## config.mk

```make
export PLATFORM = sky130hd
export DESIGN_NAME = prod_shift_reg
export DESIGN_NICKNAME = d
export VERILOG_FILES = /design/src/rtl/psr_pkg.sv /design/src/rtl/psr_strobe_edge.sv /design/src/rtl/psr_op_select.sv /design/src/rtl/psr_word.sv /design/src/rtl/prod_shift_reg.sv
export SDC_FILE = /design/constraint.sdc
export NUM_CORES = 1
export LEC_CHECK = 0
export BUFFER_PORTS_ARGS = -buffer_cell sky130_fd_sc_hd__buf_2
export CORE_AREA = 3 3 41 43
export CTS_BUF_LIST = sky130_fd_sc_hd__clkbuf_16
export DETAILED_ROUTE_END_ITERATION = 8
export DIE_AREA = 0 0 44 46
export GPL_TIMING_DRIVEN = 0
export PLACE_DENSITY = 0.73
export SLEW_MARGIN = 15
export SYNTH_ARGS = -nofsm -noshare
export SYNTH_HDL_FRONTEND = slang
export SYNTH_SLANG_ARGS = --single-unit
export TNS_END_PERCENT = 30
```

## constraint.sdc

```tcl
create_clock -name clk -period 1.1 [get_ports clk]
set_input_delay 0.055 -clock clk [delete_from_list [all_inputs] [get_ports clk]]
set_output_delay 0.055 -clock clk [all_outputs]
set_load 0.005 [all_outputs]
```

## src/rtl/psr_pkg.sv

```systemverilog
package psr_pkg;
  typedef struct packed {
    logic ld_lo;
    logic ld_hi;
    logic shift;
  } psr_ctrl_t;
endpackage

```

## src/rtl/psr_strobe_edge.sv

```systemverilog
module psr_strobe_edge #(
  parameter int STAGES = 2
) (
  input  logic clk,
  input  logic rst,
  input  logic din,
  output logic pulse
);
  logic [STAGES-1:0] chain;
  logic              prev;

  generate
    genvar i;
    for (i = 0; i < STAGES; i++) begin : g_sync
      if (i == 0) begin : g_first
        always_ff @(posedge clk) begin
          if (rst) chain[0] <= 1'b0;
          else     chain[0] <= din;
        end
      end else begin : g_next
        always_ff @(posedge clk) begin
          if (rst) chain[i] <= 1'b0;
          else     chain[i] <= chain[i-1];
        end
      end
    end
  endgenerate

  always_ff @(posedge clk) begin
    if (rst) prev <= 1'b0;
    else     prev <= chain[STAGES-1];
  end

  assign pulse = chain[STAGES-1] & ~prev;
endmodule

```

## src/rtl/psr_op_select.sv

```systemverilog
module psr_op_select
  import psr_pkg::*;
(
  input  logic      load_lo,
  input  logic      load_hi,
  input  logic      shift_pulse,
  output psr_ctrl_t ctrl
);
  always_comb begin
    ctrl.ld_lo = load_lo;
    ctrl.ld_hi = load_hi;
    ctrl.shift = shift_pulse & ~load_lo & ~load_hi;
  end
endmodule

```

## src/rtl/psr_word.sv

```systemverilog
module psr_word
  import psr_pkg::*;
#(
  parameter int LO_W = 4,
  parameter int HI_W = 5,
  localparam int W = LO_W + HI_W
) (
  input  logic            clk,
  input  logic            rst,
  input  psr_ctrl_t       ctrl,
  input  logic [LO_W-1:0] lo_in,
  input  logic [HI_W-1:0] hi_in,
  output logic [W-1:0]    word
);
  always_ff @(posedge clk) begin
    if (rst) begin
      word <= '0;
    end else if (ctrl.ld_lo || ctrl.ld_hi) begin
      if (ctrl.ld_lo) word[LO_W-1:0] <= lo_in;
      if (ctrl.ld_hi) word[W-1:LO_W] <= hi_in;
    end else if (ctrl.shift) begin
      word <= {1'b0, word[W-1:1]};
    end
  end
endmodule

```

## src/rtl/prod_shift_reg.sv

```systemverilog
module prod_shift_reg
  import psr_pkg::*;
#(
  parameter int MULT_W      = 4,
  parameter int SYNC_STAGES = 2,
  localparam int SUM_W = MULT_W + 1,
  localparam int REG_W = MULT_W + SUM_W
) (
  input  logic              clk,
  input  logic              rst,
  input  logic [MULT_W-1:0] mult_in,
  input  logic [SUM_W-1:0]  sum_in,
  input  logic              load_mult,
  input  logic              load_sum,
  input  logic              shift_strobe,
  output logic [REG_W-1:1]  prod_hi,
  output logic              prod_lsb
);
  logic           shift_pulse;
  psr_ctrl_t      ctrl;
  logic [REG_W-1:0] word;

  psr_strobe_edge #(.STAGES(SYNC_STAGES)) u_edge (
    .clk(clk), .rst(rst), .din(shift_strobe), .pulse(shift_pulse)
  );

  psr_op_select u_sel (
    .load_lo(load_mult), .load_hi(load_sum),
    .shift_pulse(shift_pulse), .ctrl(ctrl)
  );

  psr_word #(.LO_W(MULT_W), .HI_W(SUM_W)) u_word (
    .clk(clk), .rst(rst), .ctrl(ctrl),
    .lo_in(mult_in), .hi_in(sum_in), .word(word)
  );

  assign prod_hi  = word[REG_W-1:1];
  assign prod_lsb = word[0];
endmodule

```

==> flow_summary_export.csv, run 1 <==
group,metric,value,unit
logic_synthesis,syn_inst,50,
grt,grt_pass1_wl,1790,um
sta,tns,-0.0116,ns
route,initialDrtViolationCount,4,
sta,fmax,0.903,GHz
route,wl_met3,83,um
sta,final-hold-violation-count,0,
setup_path,slowest_delay,0.42,ns
floorplan,start_util,41.0,%
logic_synthesis,synthFlopType,"dfxtp_1",
setup_path,worstSetupPathType,"register to register",
sta,worst_clock_skew,0.00387,ns
floorplan,rows,13,
logic_synthesis,synth_most_common_cell,"dfxtp_1",
sta,slew_headroom,64.0,%
clock_network,cts_buffer_depth,2,
sta,final_max_slew_viol_count,0,
setup_path,ff2ff_setup_slack,-0.008,ns
logic_synthesis,synth_warnings,0,
floorplan,pin_count,23,
placement,postPlaceCellArea,676,um^2
clock_network,cts.sinks,12,
grt,overflow,0,
power_and_ir_drop,ir_worst_vdd,1.04,mV
sta,whs,0.00361,ns
logic_synthesis,synth_area,547,um^2
setup_path,crit_path_max_fanout,5,
logic_synthesis,ys_seq_area_share,43.9,%
setup_path,cp_top_family,"simple AND/OR/NAND/NOR gates",
sta,fin_crit,1.11,ns
cells_and_area,drive_gt1_share,49.3,%
grt,grt_use_total,12.3,%
setup_path,r2r-end,"u_word.word[2]",
floorplan,dieArea,2020,um^2
route,drt_pass1_iterations,3,
logic_synthesis,ys_ff_latch,12,
power_and_ir_drop,p_per_area,1680,nW/um^2
route,drt_wl_total,1110,um
logic_synthesis,syn_area_per_cell,10.9,um^2
cells_and_area,final_cells,88,
clock_network,cts_tree,"done",
setup_path,crit_path_start_kind,"register",
setup_path,critPathBufInv,0,
sta,setup_ws,-0.00772,ns
grt,grt_max_degree,11,
setup_path,path_cells,"or3b_4 > a221oi_1",
clock_network,clkTransAtPathRegs,0.04,ns
route,vias,460,
sta,worstMarginPinSlew,0.541,ns
sta,grt_setup_unrepaired,"true",
route,route.met2.wl,496,um
clock_network,clock_latency,0.23,ns
placement,gp_congestion,0.703,
route,viasPerCell,5.23,
route,ant_nets,0,
sta,setup_viol,2,
logic_synthesis,synth_cell_types,16,
clock_network,cts.hold.buffers_added,0,
placement,portBuffers,21,
route,top_layer,"met3",
route,drc,0,
clock_network,htreeDepth,1,
setup_path,crit_required,1.24,ns
placement,place_ws,-0.0649,ns
setup_path,critPathSlowestCell,"or3b_4",
setup_path,crit_start,"u_edge.chain[1]",
logic_synthesis,synth-edff-count,0,
cells_and_area,finalInstanceArea,763,um^2
floorplan,coreArea,1330,um^2
route,m1WireLength,526,um
route,route.detailed.wl_per_inst,12.6,um
min_path,worstHoldEndpoint,"u_edge.prev",
clock_network,cts-root-buf,"clkbuf_16",
logic_synthesis,syn_nets,64,
outcome,status,"finished, violations left",
outcome,violations,"negative setup slack",
cells_and_area,n_antenna_cell,0,
min_path,hp-start,"rst",
cells_and_area,synthToLayoutAreaGrowth,39.6,%
power_and_ir_drop,p_leak,0.344,nW
grt,antenna_found_initial,0,
floorplan,die_w,44,um
logic_synthesis,ys_top_cells_by_area,"dfxtp_1, mux2i_1, a221oi_2",
cells_and_area,fillers,114,
setup_path,worstPathArrival,1.25,ns
setup_path,crit_path_end_kind,"register",
logic_synthesis,synthArstFlopShare,0,%
setup_path,r2r_start,"u_edge.chain[1]",
logic_synthesis,synth_area_leader_cell,"dfxtp_1",
min_path,hold_depth,2,
run,maxCapViolCount,0,
min_path,hp-class,"primary input to register",
floorplan,die_h,46,um
cells_and_area,nets,89,
logic_synthesis,synth_top_area_share,43.9,%
placement,place_inst,86,
setup_path,r2r_cells,2,
sta,min_period_over_period,101,%
logic_synthesis,yosys-top-cells-count,"dfxtp_1, mux2i_1, nor2_1, a221oi_1, a221oi_2",
grt,grt_pass1_vias,420,
clock_network,cts_buffers,3,
worst reg2reg max path, stage by stage, from the launching register on:
cell      delay (ns)
dfxtp_2         0.32
or3b_4          0.42
a221oi_1        0.28
repair_timing:
action                                  CTS  global route
gates cloned                              0             0
resized for setup                         3             3
buffers inserted                          0             0
endpoints found under the setup margin    9             9
pin swaps                                 2             3
cells by family after synthesis:
logic type             after synthesis  synth area share (%)
multiplexers                         8                  14.6
AO/OA/AOI/OAI                        9                  18.3
flip-flops                          12                  43.9
buffers and inverters                3                  4.12
AND/OR/NAND/NOR                     18                  19.0
power by group:
part	internal [mW]	total, mW	switching, mW
Clock	0.471	0.635	0.163
Combinational	0.0871	0.164	0.0773
Sequential	0.467	0.485	0.0178
area by class of cell:
cell class	instances	area, um^2	share of cell area (%)
Multi-Input combinational cell	35	308	40.3
Buffer	2	15.0	1.97
Timing Repair Buffer	21	105	13.8
Tap cell	15	18.8	2.46
Sequential cell	12	241	31.6
Clock buffer	3	75.1	9.84
sequential cells by signal, summed over array words and instances, names as in the netlist:
signal,count
u_word.word,9
u_edge.prev,1
u_edge.chain,2
layer usage:
metal / up-vias / track usage, %
met5: - / 0
met4: 0 / 3.61
met3: 0 / 7.51
met2: 14 / 18.0
met1: 215 / 14.9
li1: 231 / -
through the flow:
stage,utilization [%],power [mW]
3_3_place_gp,50.7,0.647
4_1_cts,56.8,1.29
3_5_place_dp,50.7,0.651
2_1_floorplan,-,0.587
6_report,57.2,1.28
5_1_grt,57.2,1.34
worst max path at each step:
| stage | to | cells after the start |
|---|---|---|
| floorplan | u_word.word[4] | 3 |
| CTS | u_word.word[5] | 4 |
| global placement | u_word.word[0] | 3 |
| detailed placement | u_word.word[0] | 3 |
| finish | u_word.word[2] | 2 |
| global route | u_word.word[0] | 2 |
placed cells by master (no fill, tap or decap):
master / n
dfxtp_2: 1
a21oi_1: 1
clkbuf_16: 3
a221oi_1: 3
nor2_1: 8
nand3b_1: 1
mux2i_1: 8
buf_6: 1
or3b_4: 2
nand2_1: 1
clkbuf_1: 1
dfxtp_1: 11
a221oi_2: 5
nor2_4: 1
nor2b_1: 3
nand2b_4: 2
buf_2: 21
Power figures use the tool's default switching activity.
==> inputs of run 2 (changes only) <==
--- a/config.mk
+++ b/config.mk
@@ -6,12 +6,13 @@
 export NUM_CORES = 1
 export LEC_CHECK = 0
 export BUFFER_PORTS_ARGS = -buffer_cell sky130_fd_sc_hd__buf_2
-export CORE_AREA = 3 3 41 43
+export CORE_AREA = 2 2 50 52
 export CTS_BUF_LIST = sky130_fd_sc_hd__clkbuf_16
+export CTS_CLUSTER_DIAMETER = 120
 export DETAILED_ROUTE_END_ITERATION = 8
-export DIE_AREA = 0 0 44 46
+export DIE_AREA = 0 0 52 54
 export GPL_TIMING_DRIVEN = 0
-export PLACE_DENSITY = 0.73
+export PLACE_DENSITY = 0.51
 export SLEW_MARGIN = 15
 export SYNTH_ARGS = -nofsm -noshare
 export SYNTH_HDL_FRONTEND = slang
==> run 2 against run 1 <==
Against the previous run:
- the flow finishes with violations (negative hold slack, negative setup slack)
- count of clock-buffer cells in the layout unchanged
- core utilization is 23 points lower
- clock skew about the same
- critical path depth unchanged
- largest power group unchanged
==> flow_summary_export.csv, run 2 (synthesis gave the netlist of run 1 again) <==
group,metric,value,unit
outcome,status,"finished, violations left",
outcome,violations,"negative hold slack, negative setup slack",
grt,grt_pass1_wl,1730,um
route,drt_wl_total,1110,um
setup_path,crit_start,"u_edge.chain[1]",
sta,worst_clock_skew,0.00372,ns
cells_and_area,drive_gt1_share,48.6,%
min_path,hp-start,"rst",
sta,worstMarginPinSlew,0.566,ns
cells_and_area,nets,89,
clock_network,cts-root-buf,"clkbuf_16",
sta,final_max_slew_viol_count,0,
grt,grt_use_total,8.56,%
setup_path,crit_path_max_fanout,5,
min_path,hold_depth,2,
route,route.detailed.wl_per_inst,10.7,um
grt,grt_pass1_vias,409,
floorplan,die_w,52,um
cells_and_area,top_register,"u_word.word",
route,drc,0,
clock_network,htreeDepth,1,
run,maxCapViolCount,0,
floorplan,die_h,54,um
cells_and_area,fillers,248,
clock_network,clock_latency,0.24,ns
floorplan,dieArea,2810,um^2
route,viasPerCell,4.44,
sta,grt_setup_unrepaired,"true",
sta,fin_crit,1.10,ns
clock_network,clkTransAtPathRegs,0.04,ns
min_path,worstHoldEndpoint,"u_edge.prev",
sta,final-hold-violation-count,1,
route,vias,462,
cells_and_area,layout_common_cells,"buf_2, dfxtp_1, mux2i_1, nor2_1, a221oi_2",
setup_path,crit_path_end_kind,"register",
power_and_ir_drop,p_leak,0.345,nW
grt,antenna_found_initial,0,
power_and_ir_drop,p_per_area,1660,nW/um^2
clock_network,cts_buffers,3,
placement,gp_congestion,0.614,
sta,setup_viol,1,
setup_path,crit_path_start_kind,"register",
cells_and_area,final_common_cell,"buf_2",
clock_network,cts_tree,"done",
setup_path,crit_required,1.24,ns
setup_path,worstSetupPathType,"register to register",
floorplan,rows,18,
route,initialDrtViolationCount,3,
setup_path,worstPathArrival,1.24,ns
setup_path,ff2ff_setup_slack,-0.002,ns
floorplan,start_util,23.6,%
power_and_ir_drop,power.total,1.30,mW
clock_network,cts_buffer_depth,2,
floorplan,coreArea,2320,um^2
sta,whs,-0.0000433,ns
grt,grt_max_degree,11,
power_and_ir_drop,ir_worst_vdd,0.848,mV
min_path,hp-class,"primary input to register",
route,ant_nets,0,
setup_path,r2r-end,"u_word.word[1]",
sta,setup_ws,-0.00192,ns
sta,tns,-0.00192,ns
cells_and_area,largest_reg_flops,9,
setup_path,r2r_start,"u_edge.chain[1]",
clock_network,cts.sinks,12,
sta,min_period_over_period,100,%
cells_and_area,synthToLayoutAreaGrowth,43.7,%
cells_and_area,n_antenna_cell,0,
route,drt_pass1_iterations,3,
sta,slew_headroom,62.3,%
setup_path,r2r_cells,2,
grt,overflow,0,
placement,portBuffers,21,
placement,hpwl,840,um
cells_and_area,largestRegisters,"u_word.word (9), u_edge.chain (2), u_edge.prev (1)",
sta,fmax,0.908,GHz
floorplan,pin_count,23,
## run 2: cell count changes in the layout (fill, tap and decap cells not counted), sizes merged
| cell | previous run | this run |
|---|---|---|
| clkinv | 0 | 1 |
## run 2: worst max-delay path, cell delays in order (launching register included)
cell and delay (ns):
dfxtp_2 0.32, or3b_4 0.42, a221oi_1 0.27
## run 2: timing repair
action,CTS,global route
pin swaps,3,2
endpoints found under the setup margin,9,9
resized for setup,4,2
hold buffers,0,0
buffers inserted,0,0
## run 2: power by group
part	switching, mW	internal (mW)	leakage (nW)
Sequential	0.0175	0.467	0.0998
Combinational	0.0772	0.0870	0.207
Clock	0.175	0.477	0.0385
Total	0.270	1.03	0.345
## run 2: worst max-delay path by stage
stage	slack [ns]	endpoint
floorplan	0.005	u_word.word[4]
global placement	-0.07	u_word.word[0]
detailed placement	-0.08	u_word.word[0]
CTS	-0.04	u_word.word[7]
global route	-0.06	u_word.word[5]
finish	-0.002	u_word.word[1]
## run 2: layout make-up
| cell class | count | area [um^2] | share of cell area [%] |
|---|---|---|---|
| buffer | 2 | 15.0 | 1.91 |
| clock buffer | 3 | 75.1 | 9.55 |
| clock inverter | 1 | 3.75 | 0.478 |
| multi-input combinational | 35 | 308 | 39.2 |
| sequential | 12 | 241 | 30.7 |
| tap | 30 | 37.5 | 4.78 |
| timing repair buffer | 21 | 105 | 13.4 |
## run 2: per-stage QoR
step | hold slack [ns] | util (%) | worst slack (ns) | instances | cell area, um^2
2_1_floorplan | 0.127 | - | 0.00510 | 50 | 552
3_3_place_gp | 0.247 | 29.9 | -0.0722 | 101 | 694
3_5_place_dp | 0.249 | 29.9 | -0.0766 | 101 | 694
4_1_cts | 0.000214 | 34.0 | -0.0427 | 105 | 788
5_1_grt | 0.0116 | 33.9 | -0.0597 | 104 | 786
6_report | -0.0000433 | 33.9 | -0.00192 | 104 | 786
## run 2: routing by layer
| metal | global-route usage (%) | routed length [um] |
|---|---|---|
| met5 | 0 | 0 |
| met4 | 5.26 | 10 |
| met1 | 9.92 | 488 |
| met3 | 3.06 | 70 |
| met2 | 13.5 | 544 |
